==> src/rtl/nibpar_pkg.sv <==
package nibpar_pkg;

    localparam int NIB_W  = 4;
    localparam int BYTE_W = 8;

    typedef logic [NIB_W-1:0] nibble_t;

    // par[0]=bit4, par[1]=bit5, par[2]=bit6, par[3]=bit7
    typedef struct packed {
        logic [NIB_W-1:0] par;
        nibble_t          data;
    } prot_byte_t;

    typedef struct packed {
        logic    ok;
        nibble_t nib;
    } chk_t;

    function automatic prot_byte_t protect(input nibble_t n);
        prot_byte_t p;
        p.data   = n;
        p.par[0] = n[0] ^ n[1];
        p.par[1] = n[2] ^ n[3];
        p.par[2] = n[0] ^ n[2];
        p.par[3] = n[1] ^ n[3];
        return p;
    endfunction

endpackage

==> src/rtl/nibpar_byte_check.sv <==
module nibpar_byte_check
    import nibpar_pkg::*;
(
    input  logic [BYTE_W-1:0] raw,
    output chk_t              res
);

    prot_byte_t rebuilt;

    always_comb begin
        rebuilt = protect(raw[NIB_W-1:0]);
        res.nib = raw[NIB_W-1:0];
        res.ok  = (rebuilt == prot_byte_t'(raw));
    end

endmodule

==> src/rtl/nibpar_collect.sv <==
module nibpar_collect
    import nibpar_pkg::*;
#(
    parameter int STORED = 8
) (
    input  logic                    clk,
    input  logic                    rst,
    input  logic                    in_valid,
    input  chk_t                    cur,
    output logic                    done,
    output logic                    err_now,
    output logic [STORED*NIB_W-1:0] word
);

    localparam int CNT_W = (STORED > 1) ? $clog2(STORED) : 1;
    localparam logic [CNT_W-1:0] LAST = CNT_W'(STORED - 1);

    logic [CNT_W-1:0] cnt;
    logic             err_acc;

    always_ff @(posedge clk) begin
        if (rst) begin
            cnt     <= '0;
            err_acc <= 1'b0;
        end else if (in_valid) begin
            cnt     <= (cnt == LAST) ? '0 : cnt + 1'b1;
            err_acc <= (cnt == '0) ? !cur.ok : (err_acc | !cur.ok);
        end
    end

    for (genvar k = 0; k < STORED - 1; k++) begin : g_slot
        nibble_t q;
        always_ff @(posedge clk) begin
            if (rst)
                q <= '0;
            else if (in_valid && cnt == CNT_W'(k))
                q <= cur.nib;
        end
        assign word[k*NIB_W +: NIB_W] = q;
    end
    assign word[(STORED-1)*NIB_W +: NIB_W] = cur.nib;

    assign done    = in_valid && (cnt == LAST);
    assign err_now = err_acc | !cur.ok;

    // no accepted byte, no movement of the frame position
    a_r6_idle_holds: assert property (@(posedge clk) disable iff (rst)
        !in_valid |=> $stable(cnt));

    // after a frame completes, the next byte starts a new frame
    a_r8_frame_restart: assert property (@(posedge clk) disable iff (rst)
        done |=> (cnt == '0));

endmodule

==> src/rtl/nibpar_cal_decoder.sv <==
module nibpar_cal_decoder
    import nibpar_pkg::*;
#(
    parameter int DATA_BYTES = 4
) (
    input  logic                    clk,
    input  logic                    rst,
    input  logic                    in_valid,
    input  logic [7:0]              in_byte,
    output logic                    out_valid,
    output logic                    out_err,
    output logic [DATA_BYTES*4-1:0] cal_lo,
    output logic [DATA_BYTES*4-1:0] cal_hi
);

    localparam int STORED = 2 * DATA_BYTES;
    localparam int WORD_W = STORED * NIB_W;
    localparam int HALF_W = WORD_W / 2;

    chk_t              chk;
    logic              done;
    logic              err_now;
    logic [WORD_W-1:0] word;

    nibpar_byte_check u_check (
        .raw (in_byte),
        .res (chk)
    );

    nibpar_collect #(.STORED(STORED)) u_collect (
        .clk      (clk),
        .rst      (rst),
        .in_valid (in_valid),
        .cur      (chk),
        .done     (done),
        .err_now  (err_now),
        .word     (word)
    );

    always_ff @(posedge clk) begin
        if (rst) begin
            out_valid <= 1'b0;
            out_err   <= 1'b0;
            cal_lo    <= '0;
            cal_hi    <= '0;
        end else begin
            out_valid <= done;
            if (done) begin
                out_err <= err_now;
                cal_lo  <= err_now ? '0 : word[HALF_W-1:0];
                cal_hi  <= err_now ? '0 : word[WORD_W-1:HALF_W];
            end
        end
    end

    // the strobe never lasts more than one cycle
    a_r4_single_pulse: assert property (@(posedge clk) disable iff (rst)
        out_valid |=> !out_valid);

    // a corrupt result never exposes calibration data
    a_r5_err_zeroed: assert property (@(posedge clk) disable iff (rst)
        out_err |-> (cal_lo == '0 && cal_hi == '0));

    // outputs only move together with the strobe
    a_r7_hold_between: assert property (@(posedge clk) disable iff (rst)
        !out_valid |-> ($stable(cal_lo) && $stable(cal_hi) && $stable(out_err)));

endmodule

==> config.mk <==
export PLATFORM = sky130hd
export DESIGN_NAME = nibpar_cal_decoder
export DESIGN_NICKNAME = d
export VERILOG_FILES = /design/src/rtl/nibpar_pkg.sv /design/src/rtl/nibpar_byte_check.sv /design/src/rtl/nibpar_collect.sv /design/src/rtl/nibpar_cal_decoder.sv
export SDC_FILE = /design/constraint.sdc
export NUM_CORES = 1
export LEC_CHECK = 0
export ABC_AREA = 1
export BUFFER_PORTS_ARGS = -buffer_cell sky130_fd_sc_hd__buf_2
export CAP_MARGIN = 10
export CORE_ASPECT_RATIO = 0.5
export CORE_UTILIZATION = 55
export CTS_CLUSTER_DIAMETER = 120
export DETAILED_ROUTE_END_ITERATION = 16
export PLACE_DENSITY = 0.78
export SLEW_MARGIN = 20
export SYNTH_ARGS = -nofsm -noshare
export SYNTH_HDL_FRONTEND = slang
export SYNTH_HIERARCHICAL = 1
export SYNTH_SLANG_ARGS = --single-unit
==> constraint.sdc <==
create_clock -name clk -period 1.7 [get_ports clk]
set_input_delay 0.085 -clock clk [delete_from_list [all_inputs] [get_ports clk]]
set_output_delay 0.085 -clock clk [all_outputs]
set_load 0.02 [all_outputs]
==> flow_metrics.py, run 1 <==
metrics = {
    "worst_setup_path": {
        "worstPathRequired_ps": 1970,
        "critical-path-top-delay-family": "buffers and inverters",
        "endpoint_kind": "flop",
        "cp.arrival_ps": 1790,
        "path_common_cell": "ha_1",
        "worst_path_max_delay_cell": "dfxtp_1",
        "crit_type": "reg2reg",
        "cp-start-kind": "flop",
        "max_stage_delay_ps": 380,
        "path_max_fanout": 17,
        "reg2reg_slack_ps": 180,
        "critical_path_buf_inv_count": 2,
        "worstPathCellList": "ha_1, ha_1, nand2_1, inv_1, buf_6, nand3_1, a21oi_1",
    },
    "timing": {
        "relSlewSlack_pct": 63.99,
        "setup_viol": 0,
        "worstMarginPinSlew_ps": 539.6,
        "maxSlewViolCount": 0,
        "fin_crit_sh_pct": 89.50,
        "fin_crit_ps": 1521,
        "fin_skew_ps": 5.759,
        "hold_viol": 0,
        "fmax_mhz": 657.3,
        "rsz0062_at_grt": "no",
        "tns_ps": 0,
    },
    "clock_network": {
        "worstSkewPairLatency_ps": 340,
        "cts_tree": "done",
        "cts_setup_buffers": 0,
        "root_buffer": "clkbuf_8",
        "numCtsBuffers": 9,
        "clkSinkCount": 66,
        "clockBufferDepth": 2,
        "cts-htree-levels": 3,
        "clk_pin_slew_worst_paths_ps": 70,
    },
    "floorplan": {
        "die_h_um": 53.54,
        "placementRows": 18,
        "core-area_um2": 5022,
        "num_io_pins": 45,
        "start_util_pct": 58.17,
        "die_area_um2": 5625,
        "dieWidth_um": 105.1,
    },
    "synthesis": {
        "ys_warn_count": 6,
        "synth_top_area_share_pct": 45.22,
        "yosysTopAreaCell": "dfxtp_1",
        "synth.avg_cell_area_um2": 7.854,
        "netlist_top_cells_area": "dfxtp_1, nand2_1, nand3_1",
        "synth_nets": 389,
        "ys_types": 23,
        "ys_ff_latch": 66,
        "yosysSeqAreaShare_pct": 45.22,
        "syn_area_um2": 2922,
        "syn_inst": 372,
    },
    "global_routing": {
        "grt_overflow": 0,
        "grt_first_pass_wirelength_um": 10030,
        "grt_use_total_pct": 23.57,
        "antenna_found_initial": 0,
        "grt_pass1_vias": 2234,
        "grt_start_max_net_pins": 35,
    },
    "routing": {
        "wire_per_inst_um": 12.41,
        "wl_um": 5982,
        "drt.antenna.violating_nets": 0,
        "viasPerCell": 5.068,
        "drtIter0Drc": 128,
        "drc_errors": 0,
        "drtPass1Iterations": 4,
        "vias": 2443,
    },
    "cells_and_area": {
        "drive_above_1_share_pct": 23.30,
        "antenna_cells": 0,
        "nets": 425,
        "mostFrequentLayoutCell": "nand2_1",
        "syn_to_final_growth_pct": 12.59,
        "final_cell_mix": "nand2_1, dfxtp_1, buf_2",
    },
    "placed_design": {
        "portBuffers": 44,
        "gp_congestion": 0.7860,
        "dp_hpwl_um": 4114,
    },
    "flow_run": {
        "maxCapViolations": 0,
    },
    "worst_hold_path": {
        "hp-class": "in2reg",
    },
    "power_and_ir_drop": {
        "leakagePower_nw": 1.433,
        "power_density_nw_per_um2": 968.2,
        "power.total_w": 0.003185,
        "vdd_drop_max_mv": 0.4531,
    },
    "status": {
        "outcome": "finished clean",
    },
}
==> power breakdown <==
group          internal [W]  total, W  switching (W)
clock network      0.000788   0.00134       0.000554
logic             0.0000792  0.000247       0.000168
registers           0.00158   0.00160      0.0000181
total               0.00245   0.00318       0.000740
==> per-layer routing <==
metal | wire, µm | part of all wire, % | GRT usage [%] | vias up
met4 | 37 | 0.62 | 7.042 | 0
li1 | - | - | - | 1271
met2 | 2837 | 47 | 41.39 | 62
met1 | 2754 | 46 | 27.99 | 1105
met5 | 0 | 0 | 0 | -
met3 | 353 | 5.9 | 8.596 | 5
==> cells in the mapped netlist <==
cell type	number
buf_8	1
dfxtp_1	66
nand3_4	3
buf_6	9
nand3_2	1
ha_1	6
inv_4	1
clkinv_4	1
nand4_1	12
or2_2	1
nor2_1	35
buf_2	4
buf_4	13
nand3_1	40
o21ai_0	5
clkbuf_1	2
inv_2	2
a21oi_1	39
a21oi_2	10
inv_1	27
nand2_1	84
o21ai_1	1
nand2_2	9
==> worst paths after layout <==
| kind | start | endpoint | depth (start not counted) |
|---|---|---|---|
| min | in_byte[1] | cal_hi[13] | 3 |
| max | u_collect/cnt[0] | cal_lo[13] | 7 |
| min reg2reg | cal_hi[5] | cal_hi[5] | 2 |
| max reg2reg | u_collect/cnt[0] | cal_lo[13] | 7 |
==> sequential cells by signal (all words and copies together), names as in the netlist <==
| register | flops |
|---|---|
| out_valid | 1 |
| cal_lo | 16 |
| u_collect/g_slot.q | 28 |
| u_collect/cnt | 3 |
| u_collect/err_acc | 1 |
| out_err | 1 |
| cal_hi | 16 |
==> worst reg2reg max path, stage by stage (launching register included) <==
cell and delay, ps:
dfxtp_1 380, ha_1 190, ha_1 160, nand2_1 50, inv_1 210, buf_6 220, nand3_1 90, a21oi_1 140
==> through the flow <==
stage / hold slack, ps / instance area [µm²] / util (%) / setup WS [ps] / cells
2_1_floorplan: 154.1 / 2922 / - / 342.4 / 372
6_report: 133.0 / 3289 / 65.50 / 178.5 / 482
3_5_place_dp: 454.3 / 3075 / 61.24 / 149.8 / 467
4_1_cts: 121.9 / 3279 / 65.30 / 165.4 / 482
5_1_grt: 138.6 / 3289 / 65.50 / 8.153 / 482
3_3_place_gp: 448.1 / 3075 / 61.24 / 176.2 / 467
==> layout make-up <==
type / count / area (µm²)
Clock buffer: 13 / 168.9
Clock inverter: 2 / 35.03
Sequential cell: 66 / 1321
Multi-Input combinational cell: 246 / 1235
Tap cell: 70 / 87.58
Timing Repair Buffer: 54 / 315.3
Fill cell: 427 / 1733
Inverter: 31 / 126.4
==> cell families (layout without fill, tap and decap cells) <==
logic type | count (synthesis) | after routing | synth area share [%]
flip-flops | 66 | 66 | 45.22
AO/OA/AOI/OAI | 55 | 55 | 10.71
adder cells (fa/ha/maj) | 6 | 6 | 2.570
AND/OR/NAND/NOR | 185 | 185 | 28.99
buffers and inverters | 60 | 100 | 12.51
==> repair_timing <==
| action | CTS | global route |
|---|---|---|
| hold buffers | 0 | 0 |
| endpoints found under the setup margin | 0 | 2 |
| gates resized for setup | 0 | 3 |
(Power assumes the default switching activity.)
==> run 2, diff against run 1 <==
Settings changed: GPL_TIMING_DRIVEN set to 0.
==> run 2 against run 1 <==
Net effect:
- clock power down 4%
- first-iteration DRC count down 23%
- final area up 4.3%
- die area unchanged
- largest power group unchanged
- utilization up 2.8 points
- maximum frequency up 0.12%
- critical path type unchanged
- sequential cell count unchanged
- wire length up 4.4%
- clock skew down 1.5 ps
==> flow_metrics.py, run 2 (synthesized netlist as in run 1, its figures left out) <==
metrics = {
    "floorplan": {
        "die_area_um2": 5625,
        "die_h_um": 53.54,
        "num_io_pins": 45,
        "dieWidth_um": 105.1,
        "placementRows": 18,
        "core-area_um2": 5022,
        "start_util_pct": 58.17,
    },
    "clock_network": {
        "cts_resized": 0,
        "clockBufferDepth": 2,
        "cts_setup_buffers": 0,
        "cts_tree": "done",
        "cts-htree-levels": 3,
        "clkSinkCount": 66,
        "cts-hold-fix-buffers": 1,
        "clk_pin_slew_worst_paths_ps": 70,
        "root_buffer": "clkbuf_8",
        "worstSkewPairLatency_ps": 340,
        "numCtsBuffers": 9,
    },
    "cells_and_area": {
        "largest_register_ff_count": 28,
        "multiInputGateArea_um2": 1235,
        "layout_top_registers": "u_collect/g_slot.q: 28 flops, cal_hi: 16 flops, cal_lo: 16 flops",
        "regMostFlops": "u_collect/g_slot.q",
        "fillers": 416,
        "post-route-util_pct": 68.29,
        "drive_above_1_share_pct": 26.16,
        "nets": 444,
        "area.sequential_um2": 1321,
        "final_cell_mix": "nand2_1, dfxtp_1, buf_2",
        "syn_to_final_growth_pct": 17.39,
        "mostFrequentLayoutCell": "nand2_1",
        "antenna_cells": 0,
    },
    "routing": {
        "viasPerCell": 5.064,
        "drt.antenna.violating_nets": 0,
        "drtIter0Drc": 99,
        "drc_errors": 0,
        "wire_per_inst_um": 12.44,
        "wl_um": 6244,
        "drtPass1Iterations": 4,
        "vias": 2542,
    },
    "timing": {
        "relSlewSlack_pct": 70.45,
        "maxSlewViolCount": 0,
        "hold_viol": 0,
        "worstMarginPinSlew_ps": 443.3,
        "rsz0062_at_grt": "no",
        "fin_crit_sh_pct": 89.39,
        "tns_ps": 0,
        "fin_crit_ps": 1520,
        "fmax_mhz": 658.1,
        "setup_viol": 0,
        "fin_skew_ps": 4.219,
    },
    "power_and_ir_drop": {
        "p_seq_share_pct": 50.8,
        "power_density_nw_per_um2": 915.9,
        "p_clk_share_pct": 40.6,
        "pwr-share-comb_pct": 8.6,
        "internal_power_w": 0.002353,
        "vdd_drop_max_mv": 0.4530,
        "p_sw_w": 0.0007885,
        "p_sw_share_pct": 25.10,
        "leakagePower_nw": 1.511,
    },
    "global_routing": {
        "grt_start_max_net_pins": 13,
        "grt_pass1_vias": 2281,
        "grt_use_total_pct": 23.82,
        "grt_overflow": 0,
        "antenna_found_initial": 0,
        "grt_first_pass_wirelength_um": 10040,
    },
    "worst_setup_path": {
        "path_max_fanout": 10,
        "worstPathCellList": "ha_1, ha_1, nand2_1, inv_1, buf_6, clkinv_4, buf_6, nand2_1, a21oi_1",
        "reg2reg_slack_ps": 180,
        "cp-start-kind": "flop",
        "ff2ff_path_depth": 9,
        "max_stage_delay_ps": 390,
        "critical-path-top-delay-family": "buffers and inverters",
        "worstPathRequired_ps": 1920,
        "critical_path_buf_inv_count": 4,
        "reg2reg_to": "cal_hi[13]",
        "crit_type": "reg2reg",
        "cp.arrival_ps": 1730,
        "endpoint_kind": "flop",
        "r2r-start": "u_collect/cnt[0]",
        "worst_path_max_delay_cell": "dfxtp_1",
    },
    "worst_hold_path": {
        "hold-path-cell-count": 4,
        "hp-start": "in_valid",
        "min_to": "u_collect/g_slot[2].q[2]",
        "hp-class": "in2reg",
    },
    "status": {
        "outcome": "finished clean",
    },
    "placed_design": {
        "dp_hpwl_um": 4433,
        "gp_congestion": 0.8177,
        "portBuffers": 43,
    },
    "flow_run": {
        "maxCapViolations": 0,
    },
}
run 2: cell count changes in the layout (fill, tap and decap cells not counted), sizes merged:
cell and delta:
clkinv +3, dlygate4sd3 +1, buf +16, inv -1
clkinvlp +2, clkbuf -1
run 2: final cells by class:
type,instances,share of cell area (%)
Inverter,31,3.612
Tap cell,70,2.554
Clock buffer,10,3.721
Clock inverter,6,1.970
Multi-Input combinational cell,246,36.01
Buffer,29,7.041
Timing Repair Buffer,44,6.567
Sequential cell,66,38.53
run 2: worst min-delay path, cell delays in order:
cell	delay, ps
buf_6	120
nand3_4	120
nor2_1	50
nor2_1	80
run 2: worst max-delay path by stage:
| stage | startpoint | end | slack (ps) | cells after the start |
|---|---|---|---|---|
| global placement | in_byte[2] | cal_lo[4] | 120 | 14 |
| CTS | u_collect/cnt[0] | cal_hi[13] | 190 | 9 |
| finish | u_collect/cnt[0] | cal_hi[13] | 180 | 9 |
| detailed placement | in_byte[2] | cal_lo[6] | 60 | 13 |
| global route | u_collect/cnt[1] | cal_hi[13] | 70 | 9 |
| floorplan | u_collect/cnt[0] | cal_lo[10] | 340 | 9 |
run 2: layer usage:
metal	vias up	track usage (%)	routed length [µm]
met5	-	0	0
met4	0	10.09	110
met3	13	7.627	380
met2	77	41.83	2939
met1	1145	27.96	2814
li1	1307	-	-
run 2: per-stage QoR:
stage | cell area (µm²) | hold slack (ps) | setup slack (ps) | cells | power (W)
detailed placement | 3224 | 359.0 | 55.47 | 485 | 0.001895
global placement | 3224 | 350.1 | 120.6 | 485 | 0.001884
finish | 3430 | 152.8 | 180.4 | 502 | 0.003141
global route | 3430 | 155.5 | 70.72 | 502 | 0.003285
floorplan | 2922 | 154.1 | 342.4 | 372 | 0.001827
CTS | 3430 | 137.8 | 188.9 | 502 | 0.003174
run 2: power by group through the flow:
stage / Clock [W] / Combinational [W] / Sequential, W
floorplan: 0 / 0.000200 / 0.00163
global placement: 0 / 0.000254 / 0.00163
detailed placement: 0 / 0.000264 / 0.00163
CTS: 0.00131 / 0.000269 / 0.00160
global route: 0.00138 / 0.000303 / 0.00160
finish: 0.00128 / 0.000270 / 0.00160
